==> config.mk <==
export PLATFORM = sky130hd
export DESIGN_NAME = dma_addr_engine
export DESIGN_NICKNAME = d
export VERILOG_FILES = /design/src/rtl/dma_eng_pkg.sv /design/src/rtl/dma_eng_datapath.sv /design/src/rtl/dma_eng_ctrl.sv /design/src/rtl/dma_addr_engine.sv
export SDC_FILE = /design/constraint.sdc
export NUM_CORES = 1
export LEC_CHECK = 0
export BUFFER_PORTS_ARGS = -buffer_cell sky130_fd_sc_hd__buf_2
export CAP_MARGIN = 20
export CORE_ASPECT_RATIO = 1.2
export CORE_MARGIN = 2
export CORE_UTILIZATION = 58
export CTS_CLUSTER_SIZE = 20
export DETAILED_ROUTE_END_ITERATION = 10
export PLACE_DENSITY = 0.85
export SLEW_MARGIN = 5
export SYNTH_ARGS = -nofsm -noshare
export SYNTH_HDL_FRONTEND = slang
export SYNTH_SLANG_ARGS = --single-unit
==> constraint.sdc <==
create_clock -name clk -period 5.45 [get_ports clk]
set_clock_uncertainty 0.15 [all_clocks]
set_input_delay 0.8175 -clock clk [delete_from_list [all_inputs] [get_ports clk]]
set_output_delay 0.8175 -clock clk [all_outputs]
set_load 0.02 [all_outputs]
==> src/rtl/dma_eng_pkg.sv <==
package dma_eng_pkg;
  localparam logic [1:0] WIDTH_BYTE = 2'd0;
  localparam logic [1:0] WIDTH_HALF = 2'd1;
  localparam logic [1:0] WIDTH_WORD = 2'd2;

  localparam logic [1:0] DIR_MEM = 2'd0;
  localparam logic [1:0] DIR_RX  = 2'd1;
  localparam logic [1:0] DIR_TX  = 2'd2;

  localparam logic [2:0] SEL_SRC     = 3'd0;
  localparam logic [2:0] SEL_DST     = 3'd1;
  localparam logic [2:0] SEL_CNT     = 3'd2;
  localparam logic [2:0] SEL_SRC_RLD = 3'd3;
  localparam logic [2:0] SEL_DST_RLD = 3'd4;
  localparam logic [2:0] SEL_CNT_RLD = 3'd5;
  localparam logic [2:0] SEL_CTRL    = 3'd6;

  typedef struct packed {
    logic srcAdv;
    logic dstAdv;
    logic cntDec;
    logic reload;
  } engStrobeT;
endpackage

==> src/rtl/dma_eng_datapath.sv <==
module dma_eng_datapath
  import dma_eng_pkg::*;
#(
  parameter int ADDR_W = 32,
  parameter int CNT_W  = 24,
  parameter int RLD_W  = 31
) (
  input  logic              clk,
  input  logic              rstN,
  input  engStrobeT         stb,
  input  logic              wrOk,
  input  logic [2:0]        wrSel,
  input  logic [ADDR_W-1:0] wrData,
  input  logic [1:0]        cfgSrcWidth,
  input  logic [1:0]        cfgDstWidth,
  output logic [ADDR_W-1:0] srcAddr,
  output logic [ADDR_W-1:0] dstAddr,
  output logic [CNT_W-1:0]  count,
  output logic [1:0]        srcBeat,
  output logic [1:0]        dstBeat,
  output logic              lastBeat,
  output logic              countZero
);
  localparam int PAD_W = ADDR_W - RLD_W;

  logic [RLD_W-1:0]  srcRld, dstRld;
  logic [CNT_W-1:0]  cntRld;
  logic [1:0]        srcCfgW, fitW;
  logic [CNT_W-1:0]  srcBytes;
  logic [ADDR_W-1:0] srcStep, dstStep;

  always_comb begin
    srcCfgW = (cfgSrcWidth > WIDTH_WORD) ? WIDTH_WORD : cfgSrcWidth;
    dstBeat = (cfgDstWidth > WIDTH_WORD) ? WIDTH_WORD : cfgDstWidth;
    if (count >= CNT_W'(4))      fitW = WIDTH_WORD;
    else if (count >= CNT_W'(2)) fitW = WIDTH_HALF;
    else                         fitW = WIDTH_BYTE;
    srcBeat   = (srcCfgW < fitW) ? srcCfgW : fitW;
    srcBytes  = CNT_W'(1) << srcBeat;
    srcStep   = ADDR_W'(1) << srcBeat;
    dstStep   = ADDR_W'(1) << dstBeat;
    countZero = (count == '0);
    lastBeat  = (count == srcBytes);
  end

  always_ff @(posedge clk or negedge rstN) begin
    if (!rstN) begin
      srcAddr <= '0;
      dstAddr <= '0;
      count   <= '0;
      srcRld  <= '0;
      dstRld  <= '0;
      cntRld  <= '0;
    end else begin
      if (stb.reload) begin
        srcAddr <= {{PAD_W{1'b0}}, srcRld};
        dstAddr <= {{PAD_W{1'b0}}, dstRld};
        count   <= cntRld;
      end else begin
        if (stb.srcAdv) srcAddr <= srcAddr + srcStep;
        if (stb.dstAdv) dstAddr <= dstAddr + dstStep;
        if (stb.cntDec) count   <= count - srcBytes;
      end
      if (wrOk) begin
        case (wrSel)
          SEL_SRC:     srcAddr <= wrData;
          SEL_DST:     dstAddr <= wrData;
          SEL_CNT:     count   <= wrData[CNT_W-1:0];
          SEL_SRC_RLD: srcRld  <= wrData[RLD_W-1:0];
          SEL_DST_RLD: dstRld  <= wrData[RLD_W-1:0];
          SEL_CNT_RLD: cntRld  <= wrData[CNT_W-1:0];
          default: ;
        endcase
      end
    end
  end
endmodule

==> src/rtl/dma_eng_ctrl.sv <==
module dma_eng_ctrl
  import dma_eng_pkg::*;
(
  input  logic       clk,
  input  logic       rstN,
  input  logic       regWrEn,
  input  logic [2:0] regWrSel,
  input  logic       dataStart,
  input  logic       dataArm,
  input  logic       dataRldArm,
  input  logic       rdBeatDone,
  input  logic       wrBeatDone,
  input  logic       srcIncEff,
  input  logic       dstIncEff,
  input  logic       lastBeat,
  input  logic       countZero,
  output engStrobeT  stb,
  output logic       wrOk,
  output logic       active,
  output logic       reloadEn,
  output logic       ctzPulse,
  output logic       reloadPulse
);
  logic rdOk, wrBeatOk, finalBeat;

  always_comb begin
    rdOk       = active && rdBeatDone && !countZero;
    wrBeatOk   = active && wrBeatDone;
    finalBeat  = rdOk && lastBeat;
    wrOk       = regWrEn && !active;
    stb.srcAdv = rdOk && srcIncEff;
    stb.dstAdv = wrBeatOk && dstIncEff;
    stb.cntDec = rdOk;
    stb.reload = finalBeat && reloadEn;
  end

  always_ff @(posedge clk or negedge rstN) begin
    if (!rstN) begin
      active      <= 1'b0;
      reloadEn    <= 1'b0;
      ctzPulse    <= 1'b0;
      reloadPulse <= 1'b0;
    end else begin
      ctzPulse    <= finalBeat;
      reloadPulse <= stb.reload;
      if (finalBeat && !reloadEn)
        active <= 1'b0;
      else if (wrOk && regWrSel == SEL_CTRL && dataStart && !countZero)
        active <= 1'b1;
      if (stb.reload)
        reloadEn <= 1'b0;
      else if (regWrEn && regWrSel == SEL_CTRL)
        reloadEn <= dataArm;
      else if (wrOk && regWrSel == SEL_CNT_RLD)
        reloadEn <= dataRldArm;
    end
  end
endmodule

==> src/rtl/dma_addr_engine.sv <==
module dma_addr_engine
  import dma_eng_pkg::*;
#(
  parameter int ADDR_W = 32,
  parameter int CNT_W  = 24,
  parameter int RLD_W  = 31
) (
  input  logic              clk,
  input  logic              rstN,
  input  logic [1:0]        cfgSrcWidth,
  input  logic [1:0]        cfgDstWidth,
  input  logic              cfgSrcInc,
  input  logic              cfgDstInc,
  input  logic [1:0]        cfgDirClass,
  input  logic              regWrEn,
  input  logic [2:0]        regWrSel,
  input  logic [ADDR_W-1:0] regWrData,
  input  logic              rdBeatDone,
  input  logic              wrBeatDone,
  output logic [ADDR_W-1:0] srcAddr,
  output logic [ADDR_W-1:0] dstAddr,
  output logic [CNT_W-1:0]  count,
  output logic [1:0]        srcBeatSize,
  output logic [1:0]        dstBeatSize,
  output logic              ctzPulse,
  output logic              reloadPulse,
  output logic              active,
  output logic              reloadEn
);
  engStrobeT stb;
  logic wrOk, lastBeat, countZero, srcIncEff, dstIncEff;

  assign srcIncEff = cfgSrcInc && (cfgDirClass != DIR_RX);
  assign dstIncEff = cfgDstInc && (cfgDirClass != DIR_TX);

  dma_eng_ctrl u_ctrl (
    .clk(clk), .rstN(rstN), .regWrEn(regWrEn), .regWrSel(regWrSel),
    .dataStart(regWrData[0]), .dataArm(regWrData[1]),
    .dataRldArm(regWrData[ADDR_W-1]),
    .rdBeatDone(rdBeatDone), .wrBeatDone(wrBeatDone),
    .srcIncEff(srcIncEff), .dstIncEff(dstIncEff),
    .lastBeat(lastBeat), .countZero(countZero),
    .stb(stb), .wrOk(wrOk), .active(active), .reloadEn(reloadEn),
    .ctzPulse(ctzPulse), .reloadPulse(reloadPulse)
  );

  dma_eng_datapath #(.ADDR_W(ADDR_W), .CNT_W(CNT_W), .RLD_W(RLD_W)) u_dp (
    .clk(clk), .rstN(rstN), .stb(stb), .wrOk(wrOk), .wrSel(regWrSel),
    .wrData(regWrData), .cfgSrcWidth(cfgSrcWidth), .cfgDstWidth(cfgDstWidth),
    .srcAddr(srcAddr), .dstAddr(dstAddr), .count(count),
    .srcBeat(srcBeatSize), .dstBeat(dstBeatSize),
    .lastBeat(lastBeat), .countZero(countZero)
  );
endmodule

==> results.tsv <==
metric	value	unit
run_status	finished, final reports clean	
fp.dieH	148	um
initial_core_util	59.3	%
cp.buffers_inverters	3	
post_cts_buffers	0	
yosysTopAreaCell	dfrtp_1	
vias	9103	
cp.arrival	5.14	ns
drc_errors	0	
wl_per_cell	21.5	um
first_iter_violations	794	
fmax	0.203	GHz
drt_wl_total	30000	um
syn_inst	1030	
cts.sinks	178	
dr.pass1.iters	8	
ant_nets	0	
ff2ff_setup_slack	0.53	ns
synth_area_per_cell	9.70	sq um
setup_violations	0	
worst_pin_slew	1.08	ns
antenna_cells	0	
async_flop_share	100	%
syn-cell-area	9990	sq um
crit_path_start_kind	flop	
fin_tns_setup	0	ns
slowest_stage	or4_1	
register_area	4450	sq um
ctsResizeCount	0	
coreArea	16900	sq um
fillers	1290	
finalMaxSlewViolations	0	
die_area	18300	sq um
min_period	4.92	ns
synth-seq-area-share	44.6	%
synthFlopType	dfrtp_1	
layout_common_cells	178 x dfrtp_1, 142 x buf_2, 109 x nand2_1	
yosysUniqueCellTypes	72	
path_delay_family	simple AND/OR/NAND/NOR gates	
overflow	0	
die-width	124	um
antenna_found_initial	0	
multi_input_area	5180	sq um
cap_violations	0	
layout.nets	1232	
std_cell_rows	52	
rsz0062_at_grt	false	
critical_path.cell_chain	nor4_2, buf_4, nand3_1, nor4_1, buf_4, ha_1, nor2_1, a21oi_1, nor2_1, nor2_1, ha_1, inv_1, fa_1, nor2b_1, o31a_1, o2111ai_2, or4_1, a31o_2, o21ai_1	
fin_crit_sh	90.3	%
reg2reg_to	u_dp.srcAddr[30]$_DFF_PN0_	
r2r-start	u_dp.count[12]$_DFF_PN0_	
dp_hpwl	21000	um
grt_max_degree	110	
yosys_warnings	0	
synth.area.top_cells	dfrtp_1 45%, mux2_2 9.2%, o21ai_0 4.6%	
grt_pass1_vias	8832	
yosysTopAreaCellShare	44.6	%
cp_max_fo	15	
gp_congestion	0.992	
power_leakage	5.03	nW
crit_cells	19	
cp.required	5.66	ns
critPathCaptureType	flop	
ys_ff_latch	178	
powerDensity	486	nW/um^2
irDropWorstVdd	301	uV
cts_tree	yes	
cts_buffers	17	
hold_class	input port to async pin	
setup.worst_path.class	flop to flop	
syn_nets	1095	
hold_buffers	0	
r2r_cells	19	
cpPeakStageDelay	0.63	ns
ios	144	
area_delta_synth_final	16.4	%
clockBufferDepth	2	
insertion_delay	0.44	ns
via_per_inst	6.53	
grt_pass1_wl	47100	um
port_buffers	143	
hold_violations	0	
critical_path.most_common_cell	nor2_1	
grtUsageTotal	33.7	%
max-slew-margin-rel	28.0	%
drive_gt1_share	27.8	%
synth_edf_count	0	
final_common_cell	dfrtp_1	
root_buffer	clkbuf_16	
cts-htree-levels	4	
instances_no_fill	1395	
dp.cells	1363	
clk_pin_slew_worst_paths	0.07	ns
routing by layer:
metal | vias to the layer above | wire length, um | track usage [%]
li1 | 4052 | - | -
met1 | 4457 | 11800 | 44.8
met2 | 496 | 14500 | 53.4
met3 | 98 | 2580 | 6.25
met4 | 0 | 1110 | 15.2
met5 | - | 0 | 0
flip-flops by register name, summed over array words and instances, names as in the netlist:
name                cells
u_ctrl.active           1
u_dp.cntRld            24
u_dp.count             24
u_ctrl.reloadPulse      1
u_dp.srcRld            31
u_ctrl.ctzPulse         1
u_dp.dstRld            31
u_ctrl.reloadEn         1
u_dp.dstAddr           32
u_dp.srcAddr           32
synth_stat cells (11+ instances only):
master,count
a21oi_1,34
a22oi_1,11
a31o_2,12
and3_1,20
buf_2,13
clkbuf_1,35
dfrtp_1,178
ha_1,14
inv_1,28
mux2_2,82
nand2_1,109
nand3_1,31
nand4_1,19
nor2_1,56
nor3_1,29
nor4_1,23
o21ai_0,92
o21ai_1,11
or3_1,20
xnor2_1,40
worst max path at each step:
| stage | from | end |
|---|---|---|
| 3_5_place_dp | u_dp.count[9]$_DFF_PN0_ | u_dp.srcAddr[30]$_DFF_PN0_ |
| 4_1_cts | u_dp.count[12]$_DFF_PN0_ | u_dp.srcAddr[30]$_DFF_PN0_ |
| 5_1_grt | u_dp.count[12]$_DFF_PN0_ | u_dp.srcAddr[30]$_DFF_PN0_ |
| 2_1_floorplan | u_dp.count[9]$_DFF_PN0_ | u_dp.count[15]$_DFF_PN0_ |
| 3_3_place_gp | u_dp.count[12]$_DFF_PN0_ | u_dp.srcAddr[22]$_DFF_PN0_ |
| 6_report | u_dp.count[12]$_DFF_PN0_ | u_dp.srcAddr[30]$_DFF_PN0_ |
kinds of logic after synthesis:
| group | Yosys count | synth area share [%] |
|---|---|---|
| multiplexers | 91 | 10.1 |
| AO/OA/AOI/OAI | 250 | 16.0 |
| adder cells (fa/ha/maj) | 17 | 2.35 |
| AND/OR/NAND/NOR | 365 | 19.4 |
| XOR/XNOR | 43 | 3.77 |
| buffers and inverters | 85 | 3.67 |
| flip-flops | 178 | 44.6 |
| other | 1 | 0.0375 |
report_power, final:
| group | switching (W) | leakage, nW | internal, W |
|---|---|---|---|
| Sequential | 0.000560 | 2.17 | 0.00182 |
| Combinational | 0.00112 | 2.57 | 0.000871 |
| Clock | 0.000536 | 0.290 | 0.000747 |
per-stage QoR:
step	util [%]	hold slack, ns	worst slack [ns]	cell area [sq um]	power (W)
2_1_floorplan	-	0.295	0.779	9990	0.00359
3_3_place_gp	65.3	0.310	0.753	11000	0.00427
3_5_place_dp	65.3	0.318	0.656	11000	0.00434
4_1_cts	68.9	0.332	0.603	11600	0.00563
5_1_grt	69.1	0.199	0.256	11600	0.00595
6_report	69.1	0.163	0.526	11600	0.00565
cell type report:
class	count	area share [%]
Multi-Input combinational cell	767	44.5
Sequential cell	178	38.3
Timing Repair Buffer	175	8.76
Clock buffer	20	3.92
Tap cell	216	2.32
Clock inverter	11	1.31
Inverter	28	0.903
Power figures use the tool's default switching activity.
